`src/rtl/msgin_pkg.sv`:
```
package msgin_pkg;

    typedef enum logic [1:0] {
        ST_IDLE = 2'd0,
        ST_SEND = 2'd1,
        ST_DONE = 2'd2
    } msgin_state_e;

    typedef enum logic [1:0] {
        ACT_COMMAND    = 2'd0,
        ACT_DISCONNECT = 2'd1,
        ACT_DATA_OUT   = 2'd2,
        ACT_DATA_IN    = 2'd3
    } msgin_act_e;

endpackage

```
`src/rtl/msgin_store.sv`:
```
module msgin_store #(
    parameter int DEPTH = 8,
    parameter int W     = 8,
    localparam int LEN_W = $clog2(DEPTH + 1)
) (
    input  logic             clk,
    input  logic             rst_n,
    input  logic             push_en,
    input  logic [W-1:0]     push_data,
    input  logic             pop_en,
    output logic [W-1:0]     head,
    output logic [LEN_W-1:0] len,
    output logic             full
);

    logic [DEPTH-1:0][W-1:0] slot_q;
    logic [DEPTH-1:0][W-1:0] slot_d;
    logic [LEN_W-1:0]        len_q;

    // Each slot either takes its upper neighbour (pop), the pushed byte
    // (when it is the first free slot), or keeps its value.
    for (genvar i = 0; i < DEPTH; i++) begin : g_slot
        if (i == DEPTH - 1) begin : g_top
            assign slot_d[i] = pop_en ? '0 :
                               (push_en && len_q == LEN_W'(i)) ? push_data :
                               slot_q[i];
        end else begin : g_mid
            assign slot_d[i] = pop_en ? slot_q[i+1] :
                               (push_en && len_q == LEN_W'(i)) ? push_data :
                               slot_q[i];
        end
    end

    always_ff @(posedge clk) begin
        if (!rst_n) begin
            slot_q <= '0;
            len_q  <= '0;
        end else begin
            slot_q <= slot_d;
            if (pop_en && len_q != '0) begin
                len_q <= len_q - LEN_W'(1);
            end else if (push_en && len_q != LEN_W'(DEPTH)) begin
                len_q <= len_q + LEN_W'(1);
            end
        end
    end

    assign head = slot_q[0];
    assign len  = len_q;
    assign full = (len_q == LEN_W'(DEPTH));

endmodule

```
`src/rtl/msgin_peek.sv`:
```
module msgin_peek #(
    parameter int DEPTH = 8,
    parameter int W     = 8,
    localparam int LEN_W = $clog2(DEPTH + 1)
) (
    input  logic             in_msg_phase,
    input  logic [W-1:0]     head,
    input  logic [LEN_W-1:0] len,
    output logic [W-1:0]     peek
);

    always_comb begin
        if (in_msg_phase && len != '0) begin
            peek = head;
        end else begin
            peek = '0;
        end
    end

endmodule

```
`src/rtl/msgin_ctrl.sv`:
```
module msgin_ctrl
    import msgin_pkg::*;
#(
    parameter int DEPTH = 8,
    parameter int W     = 8,
    parameter int CNT_W = 8,
    localparam int LEN_W = $clog2(DEPTH + 1),
    localparam int CMP_W = (CNT_W > LEN_W) ? CNT_W : LEN_W
) (
    input  logic             clk,
    input  logic             rst_n,
    input  logic             push_valid,
    input  logic [1:0]       push_action,
    input  logic             full,
    input  logic [LEN_W-1:0] len,
    input  logic [W-1:0]     head,
    input  logic             xfer_req,
    input  logic [CNT_W-1:0] xfer_count,
    input  logic             out_ready,
    output logic             push_en,
    output logic             pop_en,
    output logic             push_err,
    output logic             out_valid,
    output logic             done_pulse,
    output logic             done_empty,
    output logic [1:0]       done_action,
    output logic [W-1:0]     first_byte,
    output logic [W-1:0]     last_byte
);

    msgin_state_e     state_q;
    msgin_state_e     state_d;
    logic [LEN_W-1:0] rem_q;
    logic [LEN_W-1:0] take;
    logic [CMP_W-1:0] cnt_ext;
    logic [CMP_W-1:0] len_ext;
    logic             start;
    logic [W-1:0]     first_q;
    logic [W-1:0]     last_q;
    msgin_act_e       act_q;
    logic             err_q;

    assign cnt_ext = CMP_W'(xfer_count);
    assign len_ext = CMP_W'(len);
    assign take    = (cnt_ext < len_ext) ? cnt_ext[LEN_W-1:0] : len;
    assign start   = (state_q == ST_IDLE) && xfer_req &&
                     (xfer_count != '0) && (len != '0);
    assign push_en = push_valid && (state_q == ST_IDLE) && !full;

    // Next-state logic
    always_comb begin
        state_d = state_q;
        unique case (state_q)
            ST_IDLE: if (start) state_d = ST_SEND;
            ST_SEND: if (out_ready && rem_q == LEN_W'(1)) state_d = ST_DONE;
            ST_DONE: state_d = ST_IDLE;
            default: state_d = ST_IDLE;
        endcase
    end

    // State register
    always_ff @(posedge clk) begin
        if (!rst_n) begin
            state_q <= ST_IDLE;
        end else begin
            state_q <= state_d;
        end
    end

    // Data registers kept alongside the state
    always_ff @(posedge clk) begin
        if (!rst_n) begin
            rem_q   <= '0;
            first_q <= '0;
            last_q  <= '0;
            act_q   <= ACT_COMMAND;
            err_q   <= 1'b0;
        end else begin
            err_q <= push_valid && !push_en;
            if (push_en) begin
                act_q <= msgin_act_e'(push_action);
            end
            if (start) begin
                rem_q   <= take;
                first_q <= head;
            end else if (pop_en) begin
                rem_q  <= rem_q - LEN_W'(1);
                last_q <= head;
            end
        end
    end

    // Output logic
    always_comb begin
        out_valid  = 1'b0;
        pop_en     = 1'b0;
        done_pulse = 1'b0;
        done_empty = 1'b0;
        unique case (state_q)
            ST_IDLE: ;
            ST_SEND: begin
                out_valid = 1'b1;
                pop_en    = out_ready;
            end
            ST_DONE: begin
                done_pulse = 1'b1;
                done_empty = (len == '0);
            end
            default: ;
        endcase
    end

    assign done_action = act_q;
    assign first_byte  = first_q;
    assign last_byte   = last_q;
    assign push_err    = err_q;

endmodule

```
`src/rtl/msgin_buffer.sv`:
```
module msgin_buffer #(
    parameter int DEPTH = 8,
    parameter int W     = 8,
    parameter int CNT_W = 8,
    localparam int LEN_W = $clog2(DEPTH + 1)
) (
    input  logic             clk,
    input  logic             rst_n,
    input  logic             push_valid,
    input  logic [W-1:0]     push_byte,
    input  logic [1:0]       push_action,
    output logic             push_err,
    input  logic             xfer_req,
    input  logic [CNT_W-1:0] xfer_count,
    output logic             out_valid,
    input  logic             out_ready,
    output logic [W-1:0]     out_byte,
    output logic             done_pulse,
    output logic             done_empty,
    output logic [1:0]       done_action,
    output logic [W-1:0]     first_byte,
    output logic [W-1:0]     last_byte,
    input  logic             in_msg_phase,
    output logic [W-1:0]     bus_peek
);

    logic             push_en;
    logic             pop_en;
    logic [W-1:0]     head;
    logic [LEN_W-1:0] buf_len;
    logic             buf_full;

    msgin_store #(.DEPTH(DEPTH), .W(W)) u_store (
        .clk       (clk),
        .rst_n     (rst_n),
        .push_en   (push_en),
        .push_data (push_byte),
        .pop_en    (pop_en),
        .head      (head),
        .len       (buf_len),
        .full      (buf_full)
    );

    msgin_ctrl #(.DEPTH(DEPTH), .W(W), .CNT_W(CNT_W)) u_ctrl (
        .clk         (clk),
        .rst_n       (rst_n),
        .push_valid  (push_valid),
        .push_action (push_action),
        .full        (buf_full),
        .len         (buf_len),
        .head        (head),
        .xfer_req    (xfer_req),
        .xfer_count  (xfer_count),
        .out_ready   (out_ready),
        .push_en     (push_en),
        .pop_en      (pop_en),
        .push_err    (push_err),
        .out_valid   (out_valid),
        .done_pulse  (done_pulse),
        .done_empty  (done_empty),
        .done_action (done_action),
        .first_byte  (first_byte),
        .last_byte   (last_byte)
    );

    msgin_peek #(.DEPTH(DEPTH), .W(W)) u_peek (
        .in_msg_phase (in_msg_phase),
        .head         (head),
        .len          (buf_len),
        .peek         (bus_peek)
    );

    assign out_byte = head;

endmodule

```
`config.mk`:
```
export PLATFORM = sky130hd
export DESIGN_NAME = msgin_buffer
export DESIGN_NICKNAME = d
export VERILOG_FILES = /design/src/rtl/msgin_pkg.sv /design/src/rtl/msgin_store.sv /design/src/rtl/msgin_peek.sv /design/src/rtl/msgin_ctrl.sv /design/src/rtl/msgin_buffer.sv
export SDC_FILE = /design/constraint.sdc
export NUM_CORES = 1
export LEC_CHECK = 0
export BUFFER_PORTS_ARGS = -buffer_cell sky130_fd_sc_hd__clkbuf_2
export CAP_MARGIN = 20
export CORE_MARGIN = 2
export CORE_UTILIZATION = 49
export CTS_CLUSTER_SIZE = 14
export DETAILED_ROUTE_END_ITERATION = 12
export GPL_TIMING_DRIVEN = 1
export PLACE_DENSITY = 0.7
export SLEW_MARGIN = 0
export SYNTH_ARGS = -nofsm -noshare
export SYNTH_HDL_FRONTEND = slang
export SYNTH_SLANG_ARGS = --single-unit
export TNS_END_PERCENT = 10
```
`constraint.sdc`:
```
create_clock -name clk -period 5.4 [get_ports clk]
set_clock_uncertainty 0.2 [all_clocks]
set_input_delay 1.08 -clock clk [delete_from_list [all_inputs] [get_ports clk]]
set_output_delay 1.08 -clock clk [all_outputs]
set_load 0.05 [all_outputs]
```
* Word level (Yosys, flattened, before mapping)
Index checks and enable logic that the tools add are counted.
** Cells by class
- Add/subtract/negate cells :: 3
- Order comparisons :: 1
- Equal/unequal tests :: 14
- Multiplexer cells :: 27
- Bitwise operators :: 2
- Reduce and logical (&&, ||, !) cells :: 36
** Operators with widths (number)
- $mux W8 :: 15
- $mux W4 :: 5
- $logic_and A1 B1 Y1 :: 18
- $reduce_bool A2 Y1 :: 9
- $eq A4 B3 Y1 const B :: 4
- $eq A4 B1 Y1 const B :: 2
- $eq A4 B2 Y1 const B :: 2
- $lt A8 B4 Y1 :: 1
- $reduce_bool A8 Y1 :: 1
- $sub A4 B1 Y4 const B :: 2
- $add A4 B1 Y4 const B :: 1
- $eq A4 B4 Y1 const B :: 1
- $logic_not A4 Y1 :: 1
- $mux W1 :: 4
- $mux W2 :: 2
- $ne A2 B1 Y1 const B :: 2
- $ne A4 B4 Y1 const B :: 1
- $pmux W2 S2 :: 1
- $reduce_and A2 Y1 :: 2
- $reduce_bool A4 Y1 :: 1
- $eq A2 B1 Y1 const B :: 1
- $eq A2 B2 Y1 const B :: 1
- $logic_not A1 Y1 :: 2
- $logic_not A2 Y1 :: 1
- 2 further kinds :: 3
** Storage, ports and cells
- Flip-flop bits (word level) :: 93
- Bits of input ports :: 24
- Output and inout port bits :: 38

* Logic depth before layout (Yosys ltp)
- Word-level depth :: 6
- Gate-level depth with buffers :: 8
- Depth with buffers taken out :: 6

* Modules after synthesis
From an unflattened synthesis, not the netlist that was laid out.
** Unflattened totals
- Cell total of the unflattened synthesis :: 480
- Area, all modules :: 4633.2 µm²
** By module, submodules not included
- msgin_store :: instances 1, cells each 338, area each 3354.5 µm², seq. area each 1361.3 µm²
- msgin_ctrl :: instances 1, cells each 132, area each 1216.2 µm², seq. area each 500.5 µm²
- msgin_peek :: instances 1, cells each 10, area each 62.6 µm², seq. area each 0.0 µm²

* Least setup slack after synthesis
Ideal clock, no wire load.
- Path kind :: reg-to-output
- Start point :: register u_ctrl.state_q[1]
- End point :: output done_empty
- Arrival time :: 1742 ps
- Data required time :: 4120 ps
- Path slack :: 2378 ps
- Stages on the path, launching flop included :: 3
- Cell sequence :: dfxtp_1 > nor2b_1 > and2_1
** On the way
- Cells in the longest elaborated chain, start to end :: 2
** RTL lines
- start, declared :: RTL line msgin_ctrl.sv:31 : msgin_state_e state_q;
- start signal, assigned :: RTL line msgin_ctrl.sv:66 : state_q <= state_d;
- $eq A2 B2 Y1 :: RTL line msgin_ctrl.sv:99 : unique case (state_q)
- $mux W1 :: RTL line msgin_ctrl.sv:99
- end, declared :: RTL line msgin_buffer.sv:19 : output logic done_empty,
Every way passes these cells.

* Final worst setup path
- Start point :: register u_store.len_q[1] (netlist: u_store.len[1])
- End point :: output bus_peek[4]
** On the way
- Cells in the longest elaborated chain, start to end :: 3
** RTL lines
- start, declared :: RTL line msgin_store.sv:18 : logic [LEN_W-1:0] len_q;
- start signal, assigned :: RTL line msgin_store.sv:41 : len_q <= len_q - LEN_W'(1);
- start signal, assigned :: RTL line msgin_store.sv:43 : len_q <= len_q + LEN_W'(1);
- $reduce_bool A4 Y1 :: RTL line msgin_peek.sv:13 : if (in_msg_phase && len != '0) begin
- $logic_and A1 B1 Y1 :: RTL line msgin_peek.sv:13
- $mux W8 :: RTL line msgin_peek.sv:13
- end, declared :: RTL line msgin_buffer.sv:24 : output logic [W-1:0] bus_peek
Every way passes these cells.

==> results by group <==
Synth
  • Yosys top cell by area: dfxtp_1
  • Post-synth cell types: 46
  • Synth area leaders: dfxtp_1 42%, mux2i_1 15%, a21oi_1 6.9%, o21ai_0 5.8%, ha_1 2.8%
  • Syn avg cell area: 9.05 um2
  • Post-Synthesis Cell Area: 4420 um2
  • Synthesized Nets: 523
  • Yosys warnings: 0
  • Flops & latches, synth: 93
  • Ys flop type: dfxtp_1
  • Post-synthesis sequential area ratio: 42.1%
  • Number of flops mapped to enable cells by yosys: 0
  • Synth top area share: 42.1%
  • Post-synth ARST share: 0%
  • Syn Inst Count: 489

Min path
  • Hold Path Class: flop to flop
  • Worst hold stages: 2

Power and ir drop
  • Clock network power share: 29.8%
  • Cell leakage power: 2.21 nW
  • Internal Power: 1.11 mW
  • Sequential power share: 47.7%
  • Power Density: 349 nW/um2
  • Peak VDD IR: 0.190 mV
  • Net Sw Frac: 34.3%
  • NetSw: 578 uW
  • Gate power share: 22.6%
  • Total power: 1.69 mW

Clock tree
  • Clock sink count: 93
  • H-tree Lvls: 3
  • Max clock buf depth: 2
  • CTS Root Cell: clkbuf_8
  • Setup Fix Bufs, Post-CTS: 0
  • TritonCTS Buffers: 9
  • Hold-fix buffers at CTS: 0
  • Post-CTS resize count: 0
  • CTS tree: yes
  • Clk slew on worst S/H paths: 110 ps
  • Clock latency on the worst-skew pair: 370 ps

Floorplan
  • Die Ht: 99.0 um
  • Row count: 34
  • Die area: 9800 um2
  • # IOs: 62
  • Die X-Extent: 99.0 um
  • Initial Util: 50.7%
  • Core box area: 8720 um2

Layout
  • Final Core Density: 55.4%
  • Fill count: 791
  • Fin cells: 629
  • Layout cells sized above 1: 18.0%
  • Final nets: 550
  • Inserted Diodes: 0
  • Synth-to-layout area growth: 9.28%

Flow run
  • Max-cap violations: 0

Critical path
  • Worst reg-to-reg path cell count: 6
  • CP Class: flop to output pin
  • Data required time at the worst endpoint: 4120 ps
  • Crit path capture type: output pin
  • CP max FO: 12
  • Critical Path Source Type: flop
  • Reg2Reg Setup Slack: 2640 ps
  • Worst path arrival time: 2250 ps

Detailed routing
  • Antenna viol nets, final: 0
  • DR iter-0 viols: 115
  • # DRC: 0
  • Wire per inst: 14.7 um
  • TritonRoute pass-1 iters: 4
  • Total number of vias: 3,561
  • Vias per inst: 5.66
  • Total wire length: 9280 um

Placed design
  • Placed cells: 613
  • I/O Buffers: 61
  • DP HPWL: 6360 um
  • GP Congestion: 0.787
  • Place WS: 2290 ps

STA
  • RSZ-0062 raised after global routing: false
  • Setup TNS Final: 0 ps
  • Tmin final: 3530 ps
  • # setup viols final: 0
  • Setup slack after layout: 1870 ps
  • FMAX: 284 MHz
  • Final hold violations: 0
  • Rel. slew slack: 39.0%
  • Crit share post-route: 65.3%
  • Fin. max-slew vios: 0
  • Slew @ Worst Pin: 915 ps

Global route
  • Vias in the first global route: 3,303
  • Total gr overflow: 0
  • Pin count of the biggest net entering global routing: 68
  • First-pass GRT wire length: 15,700 um
  • Initial antenna violation count: 0
  • GRT Overall Usage: 19.6%

Run status
  • Outcome: complete, no violations
## critical path, cell delays in order (launching register included)
cell,delay [ps]
dfxtp_1,380
inv_1,160
ha_1,250
or3b_2,610
and3_1,250
clkbuf_2,230
## final timing paths
check / start / end
worst max-delay path: u_store.len[1]$_SDFFE_PN0P_ / bus_peek[4]
worst min-delay path: u_ctrl.last_byte[2]$_SDFFE_PN0P_ / u_ctrl.last_byte[2]$_SDFFE_PN0P_
worst min register to register: u_ctrl.last_byte[2]$_SDFFE_PN0P_ / u_ctrl.last_byte[2]$_SDFFE_PN0P_
worst max register to register: u_store.len[0]$_SDFFE_PN0P_ / u_ctrl.rem_q[2]$_SDFFE_PN0P_
## stage by stage
step	cell area, um2	hold WS [ps]
2_1_floorplan	4420	259
3_3_place_gp	4620	242
3_5_place_dp	4620	249
4_1_cts	4830	264
5_1_grt	4830	292
6_report	4830	260
## routing by layer
metal | GRT usage, % | vias to the layer above | wire (um) | part of all wire, %
met5 | 0 | - | 0 | 0
met2 | 32.2 | 99 | 4280 | 46
met4 | 9.38 | 0 | 208 | 2.2
li1 | - | 1809 | - | -
met3 | 3.55 | 19 | 506 | 5.5
met1 | 24.8 | 1634 | 4290 | 46
## synthesized netlist by cell type (2+ instances only)
library cell	count
dfxtp_1	93
nor3b_1	2
buf_6	4
nor2b_1	2
o2111a_1	2
o211ai_1	2
and2_1	4
and3_1	12
nand2b_1	2
mux2i_1	66
inv_1	9
o21a_1	3
ha_1	10
buf_4	15
nand3b_1	2
buf_1	4
nand2_1	28
o2111ai_1	4
nor2_1	32
nand3_2	6
or3_1	4
clkbuf_1	20
or4_4	2
buf_2	7
a21oi_1	61
nand3_1	12
o21ai_0	51
nor3_1	4
a311oi_1	8
nand4_1	2
## placed cells by master, fill, tap and decap left out, types with 10 or more instances in the layout
master    count
a21oi_1      61
and3_1       12
clkbuf_2     61
dfxtp_1      93
ha_1         10
mux2i_1      66
nand2_1      28
nand3_1      12
nor2_1       32
o21ai_0      51
## kinds of logic after synthesis
logic type / share of synthesized area [%]
AO/OA/AOI/OAI: 18.3
AND/OR/NAND/NOR: 14.3
flip-flops: 42.1
multiplexers: 14.9
buffers and inverters: 7.24
adder cells (fa/ha/maj): 2.83
XOR/XNOR: 0.396
## power groups by stage
stage	combinational [mW]	clock (mW)	sequential [mW]
detailed placement	0.380	0	0.819
global route	0.421	0.535	0.814
CTS	0.382	0.513	0.803
finish	0.381	0.501	0.803
global placement	0.373	0	0.815
floorplan	0.311	0	0.821
## layout make-up
type                       count  area (um2)  area share, %
inverter                      10        37.5          0.776
sequential                    93        1860           38.5
tap                          108         135           2.80
clock inverter                 7        91.3           1.89
multi-input combinational    336        2240           46.4
timing repair buffer          66         343           7.09
clock buffer                   9         124           2.56
## sequential cells by signal (all words and copies together), names as in the netlist, 2 cells and up
| name | cells |
|---|---|
| u_ctrl.last_byte | 8 |
| u_ctrl.state_q | 2 |
| u_store.slot_q | 56 |
| u_store.head | 8 |
| u_ctrl.rem_q | 4 |
| u_store.len | 4 |
| u_ctrl.first_byte | 8 |
| u_ctrl.done_action | 2 |
Power figures use the tool's default switching activity.
